==> src/rtl/dbg_match_pkg.sv <==
package dbg_match_pkg;

    typedef enum logic [1:0] {
        WK_OFF = 2'b00,
        WK_RD  = 2'b01,
        WK_WR  = 2'b10,
        WK_RW  = 2'b11
    } wp_kind_e;

    function automatic logic kind_allows(wp_kind_e k, logic is_wr);
        case (k)
            WK_RD:   return !is_wr;
            WK_WR:   return is_wr;
            WK_RW:   return 1'b1;
            default: return 1'b0;
        endcase
    endfunction

endpackage

==> src/rtl/dbg_bp_bank.sv <==
module dbg_bp_bank #(
    parameter int ADDR_W = 32,
    parameter int NUM    = 4,
    parameter int IDX_W  = 2
) (
    input  logic              clk,
    input  logic              rst_n,
    input  logic              wr_en,
    input  logic              clr_en,
    input  logic [IDX_W-1:0]  idx,
    input  logic [ADDR_W-1:0] wr_addr,
    input  logic              pc_vld,
    input  logic [ADDR_W-1:0] pc,
    output logic [NUM-1:0]    hit_vec
);
    typedef struct packed {
        logic [NUM-1:0]             vld;
        logic [NUM-1:0][ADDR_W-1:0] addr;
    } bank_t;

    bank_t st_d, st_q;

    always_comb begin
        st_d = st_q;
        for (int i = 0; i < NUM; i++) begin
            if (wr_en && idx == IDX_W'(i)) begin
                if (clr_en) begin
                    st_d.vld[i] = 1'b0;
                end else begin
                    st_d.vld[i]  = 1'b1;
                    st_d.addr[i] = wr_addr;
                end
            end
        end
    end

    always_ff @(posedge clk or negedge rst_n) begin
        if (!rst_n) st_q <= '0;
        else        st_q <= st_d;
    end

    for (genvar g = 0; g < NUM; g++) begin : g_cmp
        assign hit_vec[g] = pc_vld && st_q.vld[g] && (st_q.addr[g] == pc);
    end
endmodule

==> src/rtl/dbg_wp_bank.sv <==
module dbg_wp_bank
    import dbg_match_pkg::*;
#(
    parameter int ADDR_W = 32,
    parameter int NUM    = 4,
    parameter int IDX_W  = 2
) (
    input  logic              clk,
    input  logic              rst_n,
    input  logic              wr_en,
    input  logic              clr_en,
    input  logic [IDX_W-1:0]  idx,
    input  logic [ADDR_W-1:0] wr_addr,
    input  logic [1:0]        wr_kind,
    input  logic              acc_vld,
    input  logic              acc_wr,
    input  logic [ADDR_W-1:0] acc_addr,
    output logic [NUM-1:0]    hit_vec
);
    typedef struct packed {
        logic [NUM-1:0]             vld;
        logic [NUM-1:0][1:0]        kind;
        logic [NUM-1:0][ADDR_W-1:0] addr;
    } bank_t;

    bank_t st_d, st_q;

    always_comb begin
        st_d = st_q;
        for (int i = 0; i < NUM; i++) begin
            if (wr_en && idx == IDX_W'(i)) begin
                if (clr_en) begin
                    st_d.vld[i]  = 1'b0;
                    st_d.kind[i] = WK_OFF;
                end else begin
                    st_d.vld[i]  = (wp_kind_e'(wr_kind) != WK_OFF);
                    st_d.kind[i] = wr_kind;
                    st_d.addr[i] = wr_addr;
                end
            end
        end
    end

    always_ff @(posedge clk or negedge rst_n) begin
        if (!rst_n) st_q <= '0;
        else        st_q <= st_d;
    end

    for (genvar g = 0; g < NUM; g++) begin : g_cmp
        assign hit_vec[g] = acc_vld && st_q.vld[g]
                          && (st_q.addr[g] == acc_addr)
                          && kind_allows(wp_kind_e'(st_q.kind[g]), acc_wr);
    end
endmodule

==> src/rtl/dbg_hit_arb.sv <==
module dbg_hit_arb #(
    parameter int NUM_BP = 4,
    parameter int NUM_WP = 4
) (
    input  logic              clk,
    input  logic              rst_n,
    input  logic [NUM_BP-1:0] bp_vec,
    input  logic [NUM_WP-1:0] wp_vec,
    output logic              bp_req,
    output logic [NUM_BP-1:0] bp_mask,
    output logic              wp_req,
    output logic [NUM_WP-1:0] wp_mask
);
    typedef struct packed {
        logic              bp_req;
        logic [NUM_BP-1:0] bp_mask;
        logic              wp_req;
        logic [NUM_WP-1:0] wp_mask;
    } rep_t;

    rep_t rep_d, rep_q;

    always_comb begin
        rep_d.bp_req  = |bp_vec;
        rep_d.bp_mask = bp_vec;
        // fetch precedes its data access: breakpoint wins
        rep_d.wp_req  = (|wp_vec) && !(|bp_vec);
        rep_d.wp_mask = rep_d.wp_req ? wp_vec : '0;
    end

    always_ff @(posedge clk or negedge rst_n) begin
        if (!rst_n) rep_q <= '0;
        else        rep_q <= rep_d;
    end

    assign bp_req  = rep_q.bp_req;
    assign bp_mask = rep_q.bp_mask;
    assign wp_req  = rep_q.wp_req;
    assign wp_mask = rep_q.wp_mask;
endmodule

==> src/rtl/dbg_match_unit.sv <==
module dbg_match_unit #(
    parameter int ADDR_W = 32,
    parameter int NUM_BP = 4,
    parameter int NUM_WP = 4,
    localparam int MAXN  = (NUM_BP > NUM_WP) ? NUM_BP : NUM_WP,
    localparam int IDX_W = (MAXN > 1) ? $clog2(MAXN) : 1
) (
    input  logic              clk,
    input  logic              rst_n,
    input  logic              cfg_we,
    input  logic              cfg_clr,
    input  logic              cfg_wp,
    input  logic [IDX_W-1:0]  cfg_idx,
    input  logic [ADDR_W-1:0] cfg_addr,
    input  logic [1:0]        cfg_kind,
    input  logic              fetch_vld,
    input  logic [ADDR_W-1:0] fetch_pc,
    input  logic              mem_vld,
    input  logic              mem_wr,
    input  logic [ADDR_W-1:0] mem_addr,
    output logic              mem_block,
    output logic              bp_req,
    output logic [NUM_BP-1:0] bp_mask,
    output logic              wp_req,
    output logic [NUM_WP-1:0] wp_mask
);
    logic              bp_we, wp_we;
    logic [NUM_BP-1:0] bp_vec;
    logic [NUM_WP-1:0] wp_vec;

    assign bp_we = cfg_we && !cfg_wp;
    assign wp_we = cfg_we &&  cfg_wp;

    dbg_bp_bank #(.ADDR_W(ADDR_W), .NUM(NUM_BP), .IDX_W(IDX_W)) u_bp (
        .clk(clk), .rst_n(rst_n), .wr_en(bp_we), .clr_en(cfg_clr),
        .idx(cfg_idx), .wr_addr(cfg_addr),
        .pc_vld(fetch_vld), .pc(fetch_pc), .hit_vec(bp_vec)
    );

    dbg_wp_bank #(.ADDR_W(ADDR_W), .NUM(NUM_WP), .IDX_W(IDX_W)) u_wp (
        .clk(clk), .rst_n(rst_n), .wr_en(wp_we), .clr_en(cfg_clr),
        .idx(cfg_idx), .wr_addr(cfg_addr), .wr_kind(cfg_kind),
        .acc_vld(mem_vld), .acc_wr(mem_wr), .acc_addr(mem_addr),
        .hit_vec(wp_vec)
    );

    // stop the access in the cycle it is presented
    assign mem_block = |wp_vec;

    dbg_hit_arb #(.NUM_BP(NUM_BP), .NUM_WP(NUM_WP)) u_arb (
        .clk(clk), .rst_n(rst_n), .bp_vec(bp_vec), .wp_vec(wp_vec),
        .bp_req(bp_req), .bp_mask(bp_mask), .wp_req(wp_req), .wp_mask(wp_mask)
    );
endmodule

==> config.mk <==
export PLATFORM = sky130hd
export DESIGN_NAME = dbg_match_unit
export DESIGN_NICKNAME = d
export VERILOG_FILES = /design/src/rtl/dbg_match_pkg.sv /design/src/rtl/dbg_bp_bank.sv /design/src/rtl/dbg_wp_bank.sv /design/src/rtl/dbg_hit_arb.sv /design/src/rtl/dbg_match_unit.sv
export SDC_FILE = /design/constraint.sdc
export NUM_CORES = 1
export LEC_CHECK = 0
export BUFFER_PORTS_ARGS = -buffer_cell sky130_fd_sc_hd__buf_2
export CELL_PAD_IN_SITES_DETAIL_PLACEMENT = 0
export CELL_PAD_IN_SITES_GLOBAL_PLACEMENT = 1
export CORE_MARGIN = 8
export CORE_UTILIZATION = 45
export CTS_CLUSTER_SIZE = 10
export DETAILED_ROUTE_END_ITERATION = 10
export HOLD_SLACK_MARGIN = 0.05
export PLACE_DENSITY_LB_ADDON = 0.1
export SYNTH_ARGS = -nofsm -noshare
export SYNTH_HDL_FRONTEND = slang
export SYNTH_SLANG_ARGS = --single-unit
export TNS_END_PERCENT = 30
==> constraint.sdc <==
create_clock -name clk -period 2.36 [get_ports clk]
set_input_delay 0.708 -clock clk [delete_from_list [all_inputs] [get_ports clk]]
set_output_delay 0.708 -clock clk [all_outputs]
set_load 0.05 [all_outputs]
==> Flow_metrics.wiki, run 1 <==
{| class="wikitable"
! Metric !! Value
|-
| Run status || finished with violations
|-
| Failing checks || setup timing
|-
| Number of buffers added by the clock tree synthesis step || 35
|-
| Number of placement rows || 63
|-
| Leakage power summed over all cells || 7.27 nW
|-
| Antenna violations before repair || 5
|-
| Synth Area in Compound Gates || 0.00734
|-
| Routed WL per cell || 23.9 um
|-
| Post-Synthesis Cell Area || 13300 um^2
|-
| Flip-flop and latch count after synthesis || 282
|-
| Worst vdd ir || 0.000565 V
|-
| Ordered list of cells on the worst path || buf_2 -> buf_4 -> xor2_1 -> nor4_1 -> buf_4 -> nand4_1 -> nor3_1 -> or4_4 -> buf_8
|-
| Final WS setup || -0.695 ns
|-
| Mux cell area share after synthesis || 0.220
|-
| Arithmetic-cell share of the synthesized area counting full adders, half adders and majority gates || 0
|-
| Post-Synthesis Net Count || 1089
|-
| Hold-fix buffers at CTS || 0
|-
| Net Sw Power || 4.11 mW
|-
| Largest cells by area after synthesis || sky130_fd_sc_hd__dfrtp_1 53%, sky130_fd_sc_hd__mux2_2 22%, sky130_fd_sc_hd__xor2_1 8.6%, sky130_fd_sc_hd__xnor2_1 8.2%, sky130_fd_sc_hd__nor4_1 1.7%
|-
| Total number of clock tree sinks || 282
|-
| Fin cells || 1628
|-
| Final weighted congestion in routability-driven placement || 0.835
|-
| Number of library cell types mapped by synthesis || 27
|-
| Core Box Area || 29300 um^2
|-
| Sw Share || 0.276
|-
| Die area || 35300 um^2
|-
| Required arrival time at the worst endpoint || 1.65 ns
|-
| Cell Pwr Density || 899 nW/um^2
|-
| Fraction of power consumed by the clock network || 0.335
|-
| Number of DRC markers in iteration 0 || 427
|-
| Largest fanout on the critical path || 3
|-
| Achievable frequency || 0.327 GHz
|-
| Maximum Capacitance Violations || 0
|-
| Unrepaired setup endpoints after global routing || yes
|-
| Proportion of layout cells with a drive suffix above 1 || 0.459
|-
| Count of pins over their slew limit || 0
|-
| Worst setup timing slack at the placement stage || -0.896 ns
|-
| Area of placed instances || 15400 um^2
|-
| Critical path class || in2out
|-
| Layout Cell Area excl Fill || 16500 um^2
|-
| Worst-case clock buffer depth || 3
|-
| Via count normalized by instance count || 5.22
|-
| Combinational cell fraction of total power || 0.219
|-
| Share of synthesized cell area in and, or, nand and nor gates || 0.0604
|-
| Slew @ Worst Pin || 0.931 ns
|-
| Clock latency of the later-clocked register in the worst-skew pair || 0.51 ns
|-
| Starting density of the core || 0.453
|-
| Die X-Extent || 188 um
|-
| Slowest library cell on the worst path || sky130_fd_sc_hd__nor4_1
|-
| Setup TNS after final layout || -0.695 ns
|-
| Count of final setup violators || 1
|-
| Sequential area share after synthesis || 0.531
|-
| Dominant combinational cell family by area after synthesis || multiplexers
|-
| Max transition margin || 0.374
|-
| First-pass GRT wire length || 59.3 mm
|-
| Setup Skew || 0.0109 ns
|-
| Slowest Stage Delay on Critical Path || 0.26 ns
|-
| Start point of the critical path || mem_addr[13]
|-
| PortBufs || 118
|-
| Library cell occupying the most area in the post-synthesis netlist || sky130_fd_sc_hd__dfrtp_1
|-
| Xor/xnor cell area share of the yosys netlist || 0.169
|-
| Total DRC errors in the routed layout || 0
|-
| Avg Cell Area, Syn || 13.5 um^2
|-
| Worst Hold Slack || 0.0782 ns
|-
| Beginning of the worst register-to-register path || u_bp.st_q[43]$_DFFE_PN0P_
|-
| Remaining Overflow, GRT || 0
|-
| Detailed-route wire length || 38.8 mm
|-
| CTS tree || yes
|-
| Final number of hold-violating endpoints || 0
|-
| NumNets Final || 1333
|-
| Pin count of the biggest net entering global routing || 63
|-
| Post-route minimum period || 3.06 ns
|-
| HP Class || in2async
|-
| Worst endpoint data arrival time || 2.35 ns
|-
| H-tree depth || 2
|-
| Number of global-route vias before repair || 9278
|-
| Clock input transition at the sequential cells of the worst setup and hold paths || 0.05 ns
|-
| Tcrit/Tclk final || 1.29
|-
| DIE HEIGHT || 188 um
|-
| Number of standard cells after synthesis || 981
|-
| Total number of vias || 8496
|-
| Most used cell, CP || sky130_fd_sc_hd__buf_4
|-
| Cell count after placement || 1578
|-
| Setup bufs post-CTS || 0
|-
| # IOs || 119
|-
| Yosys warnings || 0
|-
| First-pass detailed-route iteration total || 6
|-
| Total GRT Usage || 0.223
|-
| Crit. End Element || output port
|-
| Relative contribution of sequential cells to total power || 0.447
|-
| Root Buffer || sky130_fd_sc_hd__clkbuf_16
|-
| Nature of the critical path startpoint || input port
|-
| Remaining number of nets flagged by the antenna check after routing || 0
|-
| Internal power contribution || 10.8 mW
|-
| Top-area cell type share of the netlist area || 0.531
|-
| Post-DP HPWL || 29.3 mm
|-
| Area added between synthesis and finish || 24.5%
|}
## what timing repair did
action / in CTS / in global routing
setup endpoints to repair: 1 / 1
resized for setup: 13 / 5
pin swaps: 4 / 3
## cells in the mapped netlist, drive strengths merged
master  number
nand2b       2
buf         26
nor4        37
nor2b        3
nand3       19
and2         5
xnor2      125
o21bai       1
dfrtp      282
mux2i        1
clkbuf       2
inv          1
nor3         5
nor2         9
nand4       34
xor2       131
nand2       15
or4          8
mux2       259
a21o         4
o21ai       12
## area by class of cell
cell class,instances,area (um^2)
multi-input cells,670,6260
flip-flops and latches,282,7060
clock buffers,47,1000
clock inverters,1,30.0
repair buffers,235,1690
inverters,1,3.75
fillers,2519,12800
diodes,2,5.00
well taps,390,488
## power by group through the flow
stage / Clock, mW / Sequential (mW) / Combinational, mW
finish: 4.98 / 6.64 / 3.26
global route: 5.30 / 6.78 / 3.51
CTS: 5.09 / 6.64 / 3.31
detailed placement: 0 / 6.71 / 3.26
global placement: 0 / 6.67 / 3.22
floorplan: 0 / 6.54 / 1.94
## kinds of logic after synthesis
group | Yosys count
buf+inv | 29
xor+xnor | 256
compound gates | 17
mux | 260
flops | 282
simple gates | 137
## metal layers
metal / part of all wire / up-vias / global-route usage
met3: 0.043 / 53 / 0.0358
li1: - / 3916 / -
met4: 0.033 / 2 / 0.0830
met2: 0.51 / 173 / 0.385
met1: 0.42 / 4352 / 0.279
met5: 0.00041 / - / 0
## layout by cell type (no fill, tap or decap), types with 2 or more instances in the layout
master,count
sky130_fd_sc_hd__xnor2_2,9
sky130_fd_sc_hd__nor3_2,4
sky130_fd_sc_hd__nor4_4,2
sky130_fd_sc_hd__nor2_4,8
sky130_fd_sc_hd__xnor2_1,116
sky130_fd_sc_hd__xor2_1,130
sky130_fd_sc_hd__or4_4,3
sky130_fd_sc_hd__or4_1,5
sky130_fd_sc_hd__nor2b_1,3
sky130_fd_sc_hd__nor4_2,4
sky130_fd_sc_hd__a21o_1,4
sky130_fd_sc_hd__and2_1,5
sky130_fd_sc_hd__buf_2,116
sky130_fd_sc_hd__dfrtp_1,282
sky130_fd_sc_hd__buf_4,101
sky130_fd_sc_hd__nand4_1,34
sky130_fd_sc_hd__diode_2,2
sky130_fd_sc_hd__nand2_1,15
sky130_fd_sc_hd__nand2b_1,2
sky130_fd_sc_hd__clkbuf_8,4
sky130_fd_sc_hd__mux2_2,259
sky130_fd_sc_hd__buf_12,16
sky130_fd_sc_hd__o21ai_0,12
sky130_fd_sc_hd__nor4_1,31
sky130_fd_sc_hd__clkbuf_16,37
sky130_fd_sc_hd__clkbuf_1,6
sky130_fd_sc_hd__buf_8,2
sky130_fd_sc_hd__nand3_1,19
## worst max-delay path: cells and delay by family
| family | cells | cell delay (ns) |
|---|---|---|
| AND/OR/NAND/NOR | 4 | 0.90 |
| buffers and inverters | 4 | 0.60 |
| XOR/XNOR | 1 | 0.15 |
## sequential cells by signal (all words and copies together), names as in the netlist
register,cells
u_arb.bp_mask,4
u_arb.bp_req,1
u_arb.wp_mask,4
u_arb.wp_req,1
u_bp.st_q,132
u_wp.st_q,140
## per-stage QoR
step,power (mW),utilization
2_1_floorplan,8.48,-
3_3_place_gp,9.89,0.525
3_5_place_dp,9.98,0.525
4_1_cts,15.0,0.563
5_1_grt,15.6,0.564
6_report,14.9,0.564
## final timing paths
| kind | depth (start not counted) | endpoint | slack, ns |
|---|---|---|---|
| worst min register to register | 2 | u_wp.st_q[131]$_DFFE_PN0P_ | 0.48 |
| worst min-delay path | 1 | u_wp.st_q[76]$_DFFE_PN0P_ | 0.08 |
| worst max-delay path | 9 | mem_block | -0.70 |
| min in group clk | 2 | u_wp.st_q[131]$_DFFE_PN0P_ | 0.48 |
| max in group asynchronous | 2 | u_bp.st_q[128]$_DFFE_PN0P_ | 1.61 |
| worst max register to register | 7 | u_arb.wp_mask[2]$_DFF_PN0_ | 0.12 |
(Power assumes the default switching activity.)
==> run 2: changes to the inputs <==
--- a/config.mk
+++ b/config.mk
@@ -14,6 +14,7 @@
 export DETAILED_ROUTE_END_ITERATION = 10
 export HOLD_SLACK_MARGIN = 0.05
 export PLACE_DENSITY_LB_ADDON = 0.1
+export REMOVE_ABC_BUFFERS = 1
 export SYNTH_ARGS = -nofsm -noshare
 export SYNTH_HDL_FRONTEND = slang
 export SYNTH_SLANG_ARGS = --single-unit
==> run 2 against run 1 <==
  * The flow still finishes with violations (setup timing)
  * Sequential share of layout area up 0.48 points
  * Highest routed layer is now met4
  * Via count down 1.7%
  * Worst setup slack better by 0.044 ns
  * Clock power down 4%
  * Utilization down 0.62 points
  * Hold slack better by 0.021 ns
  * Clock-buffer cell count down 3
  * Die area unchanged
  * Critical path depth down 3
  * Sequential cell count unchanged
  * Fmax up 1.4%
==> Flow_metrics.wiki, run 2 (synthesis gave the netlist of run 1 again) <==
{| class="wikitable"
! Metric !! Value
|-
| CTS tree || yes
|-
| Antenna diode count || 0 (-2)
|-
| Tcrit/Tclk final || 1.28 (-0.0185)
|-
| Unrepaired setup endpoints after global routing || yes
|-
| Maximum Capacitance Violations || 0 (unchanged)
|-
| Worst vdd ir || 0.000552 V (-2.3%)
|-
| Count of final setup violators || 1 (unchanged)
|-
| Largest fanout on the critical path || 2 (-1)
|-
| Cell Pwr Density || 885 nW/um^2 (-1.6%)
|-
| Remaining Overflow, GRT || 0 (unchanged)
|-
| Highest metal layer with signal wires || met4
|-
| Total GRT Usage || 0.211 (-0.0123)
|-
| Internal power contribution || 10.5 mW (-2.5%)
|-
| Total number of clock tree sinks || 282 (unchanged)
|-
| Beginning of the worst register-to-register path || u_bp.st_q[84]$_DFFE_PN0P_
|-
| Total DRC errors in the routed layout || 0 (unchanged)
|-
| DIE HEIGHT || 188 um (unchanged)
|-
| Via count normalized by instance count || 5.19 (-0.52%)
|-
| First-pass detailed-route iteration total || 4 (-2)
|-
| Achievable frequency || 0.332 GHz (+1.4%)
|-
| Leading cell type in the layout, fill and taps excluded || sky130_fd_sc_hd__dfrtp_1
|-
| Critical path class || reg2out
|-
| Area of placed instances || 15200 um^2 (-1.0%)
|-
| Max transition margin || 0.417 (+0.0431)
|-
| HP Class || in2async
|-
| NumNets Final || 1317 (-1.2%)
|-
| Total number of vias || 8348 (-1.7%)
|-
| Worst endpoint data arrival time || 2.30 ns (-0.05 ns)
|-
| Layout Cell Area excl Fill || 16400 um^2 (-1.1%)
|-
| PortBufs || 118 (unchanged)
|-
| Relative contribution of sequential cells to total power || 0.458 (+0.011)
|-
| Crit. End Element || output port
|-
| R2r worst-path depth || 7 (unchanged)
|-
| Proportion of layout cells with a drive suffix above 1 || 0.452 (-0.00636)
|-
| FF+latch area || 7060 um^2 (unchanged)
|-
| Highest-count cells in the layout ignoring fill and taps || 282 x sky130_fd_sc_hd__dfrtp_1, 259 x sky130_fd_sc_hd__mux2_2, 130 x sky130_fd_sc_hd__xor2_1, 118 x sky130_fd_sc_hd__xnor2_1, 116 x sky130_fd_sc_hd__buf_2
|-
| Final weighted congestion in routability-driven placement || 0.824 (-1.3%)
|-
| Number of DRC markers in iteration 0 || 312 (-27%)
|-
| Reg with most FFs || u_wp.st_q
|-
| Top Registers || u_wp.st_q x140, u_bp.st_q x132
|-
| Post-route minimum period || 3.01 ns (-0.0436 ns)
|-
| Detailed-route wire length || 36.9 mm (-5.0%)
|-
| Number of global-route vias before repair || 9134 (-1.6%)
|-
| Total power after layout || 14.5 mW (-2.7%)
|-
| Die area || 35300 um^2 (unchanged)
|-
| Fill count || 2622 (+4.1%)
|-
| Setup Skew || 0.0123 ns (+0.00140 ns)
|-
| Run status || finished with violations
|-
| Sum of routed wire segments on met1 || 16.8 mm (+3.7%)
|-
| Number of flip-flops under the largest register name || 140 (unchanged)
|-
| Setup TNS after final layout || -0.652 ns (+0.0436 ns)
|-
| Leakage power summed over all cells || 7.16 nW (-1.5%)
|-
| Wire length on met2 || 17.8 mm (-9.5%)
|-
| Routed WL per cell || 22.9 um (-3.8%)
|-
| Number of placement rows || 63 (unchanged)
|-
| Combinational cell fraction of total power || 0.211 (-0.008)
|-
| Fraction of power consumed by the clock network || 0.331 (-0.004)
|-
| Root Buffer || sky130_fd_sc_hd__clkbuf_16
|-
| Die X-Extent || 188 um (unchanged)
|-
| Worst-case clock buffer depth || 3 (unchanged)
|-
| Fin cells || 1608 (-1.2%)
|-
| Core Box Area || 29300 um^2 (unchanged)
|-
| Failing checks || setup timing
|-
| Pin count of the biggest net entering global routing || 57 (-9.5%)
|-
| Post-DP HPWL || 27.0 mm (-7.9%)
|-
| Area of the multi-input gates || 6270 um^2 (about the same)
|-
| H-tree depth || 2 (unchanged)
|-
| Clock latency of the later-clocked register in the worst-skew pair || 0.51 ns (about the same)
|-
| Area added between synthesis and finish || 23.1%
|-
| Cell count after placement || 1562 (-1.0%)
|-
| Count of pins over their slew limit || 0 (unchanged)
|-
| # IOs || 119 (unchanged)
|-
| Net Sw Power || 3.98 mW (-3.2%)
|-
| Antenna violations before repair || 1 (-4)
|-
| Routed length on met3 || 1.24 mm (-26%)
|-
| Remaining number of nets flagged by the antenna check after routing || 0 (unchanged)
|-
| First-pass GRT wire length || 56.7 mm (-4.4%)
|-
| Required arrival time at the worst endpoint || 1.65 ns (about the same)
|-
| Final number of hold-violating endpoints || 0 (unchanged)
|-
| Worst Hold Slack || 0.0994 ns (+0.0212 ns)
|-
| Starting density of the core || 0.453 (unchanged)
|-
| Nature of the critical path startpoint || flip-flop
|-
| Slew @ Worst Pin || 0.867 ns (-0.0641 ns)
|-
| Setup slack of the worst register-to-register path || 0.17 ns (+0.05 ns)
|-
| Final WS setup || -0.652 ns (+0.0436 ns)
|-
| End of the worst register-to-register path || u_arb.wp_mask[0]$_DFF_PN0_
|-
| Number of buffers added by the clock tree synthesis step || 35 (unchanged)
|-
| Clock input transition at the sequential cells of the worst setup and hold paths || 0.05 ns (about the same)
|-
| Sw Share || 0.275 (-0.00135)
|}
-- run 2: cell type report --
cell class              count  area share
well taps                 390      0.0298
clock inverters             2    0.000841
clock buffers              44      0.0594
flip-flops and latches    282       0.431
inverters                   1    0.000229
multi-input cells         670       0.383
repair buffers            219      0.0952
-- run 2: worst max path at each step --
stage	start	endpoint	slack (ns)	cells past startpoint
2_1_floorplan	cfg_we	u_bp.st_q[100]$_DFFE_PN0P_	-0.61	4
3_3_place_gp	mem_addr[13]	mem_block	-0.90	8
3_5_place_dp	mem_addr[26]	mem_block	-0.92	7
4_1_cts	u_wp.st_q[58]$_DFFE_PN0P_	mem_block	-0.69	6
5_1_grt	u_wp.st_q[58]$_DFFE_PN0P_	mem_block	-0.76	6
6_report	u_wp.st_q[27]$_DFFE_PN0P_	mem_block	-0.65	6
-- run 2: power by group through the flow --
stage,clock network (mW),logic (mW),registers [mW]
global route,5.10,3.32,6.77
global placement,0,3.01,6.66
detailed placement,0,3.05,6.71
CTS,4.92,3.11,6.64
finish,4.79,3.05,6.63
floorplan,0,1.93,6.54
-- run 2: layer usage --
| layer | up-vias | track usage |
|---|---|---|
| met2 | 144 | 0.347 |
| met4 | 0 | 0.0721 |
| li1 | 3891 | - |
| met5 | - | 0 |
| met1 | 4262 | 0.281 |
| met3 | 51 | 0.0344 |
-- run 2: repair_timing --
action | in CTS | in global routing
hold buffers | 0 | 0
buffers inserted | 0 | 0
setup endpoints to repair | 1 | 1
pin swaps | 1 | 1
gates resized for setup | 20 | 3
hold endpoints to repair | 0 | 0
-- run 2: critical path, stage by stage (launching register included) --
cell,delay (ns)
sky130_fd_sc_hd__dfrtp_1,0.39
sky130_fd_sc_hd__xnor2_1,0.22
sky130_fd_sc_hd__nand4_1,0.12
sky130_fd_sc_hd__or4_1,0.56
sky130_fd_sc_hd__nor4_2,0.18
sky130_fd_sc_hd__or4_4,0.19
sky130_fd_sc_hd__buf_8,0.14
-- run 2: through the flow --
step / util / worst slack [ns]
after floorplan: - / -0.615
after global placement: 0.519 / -0.899
after detailed placement: 0.519 / -0.916
after CTS: 0.557 / -0.688
after global routing: 0.558 / -0.763
final: 0.558 / -0.652
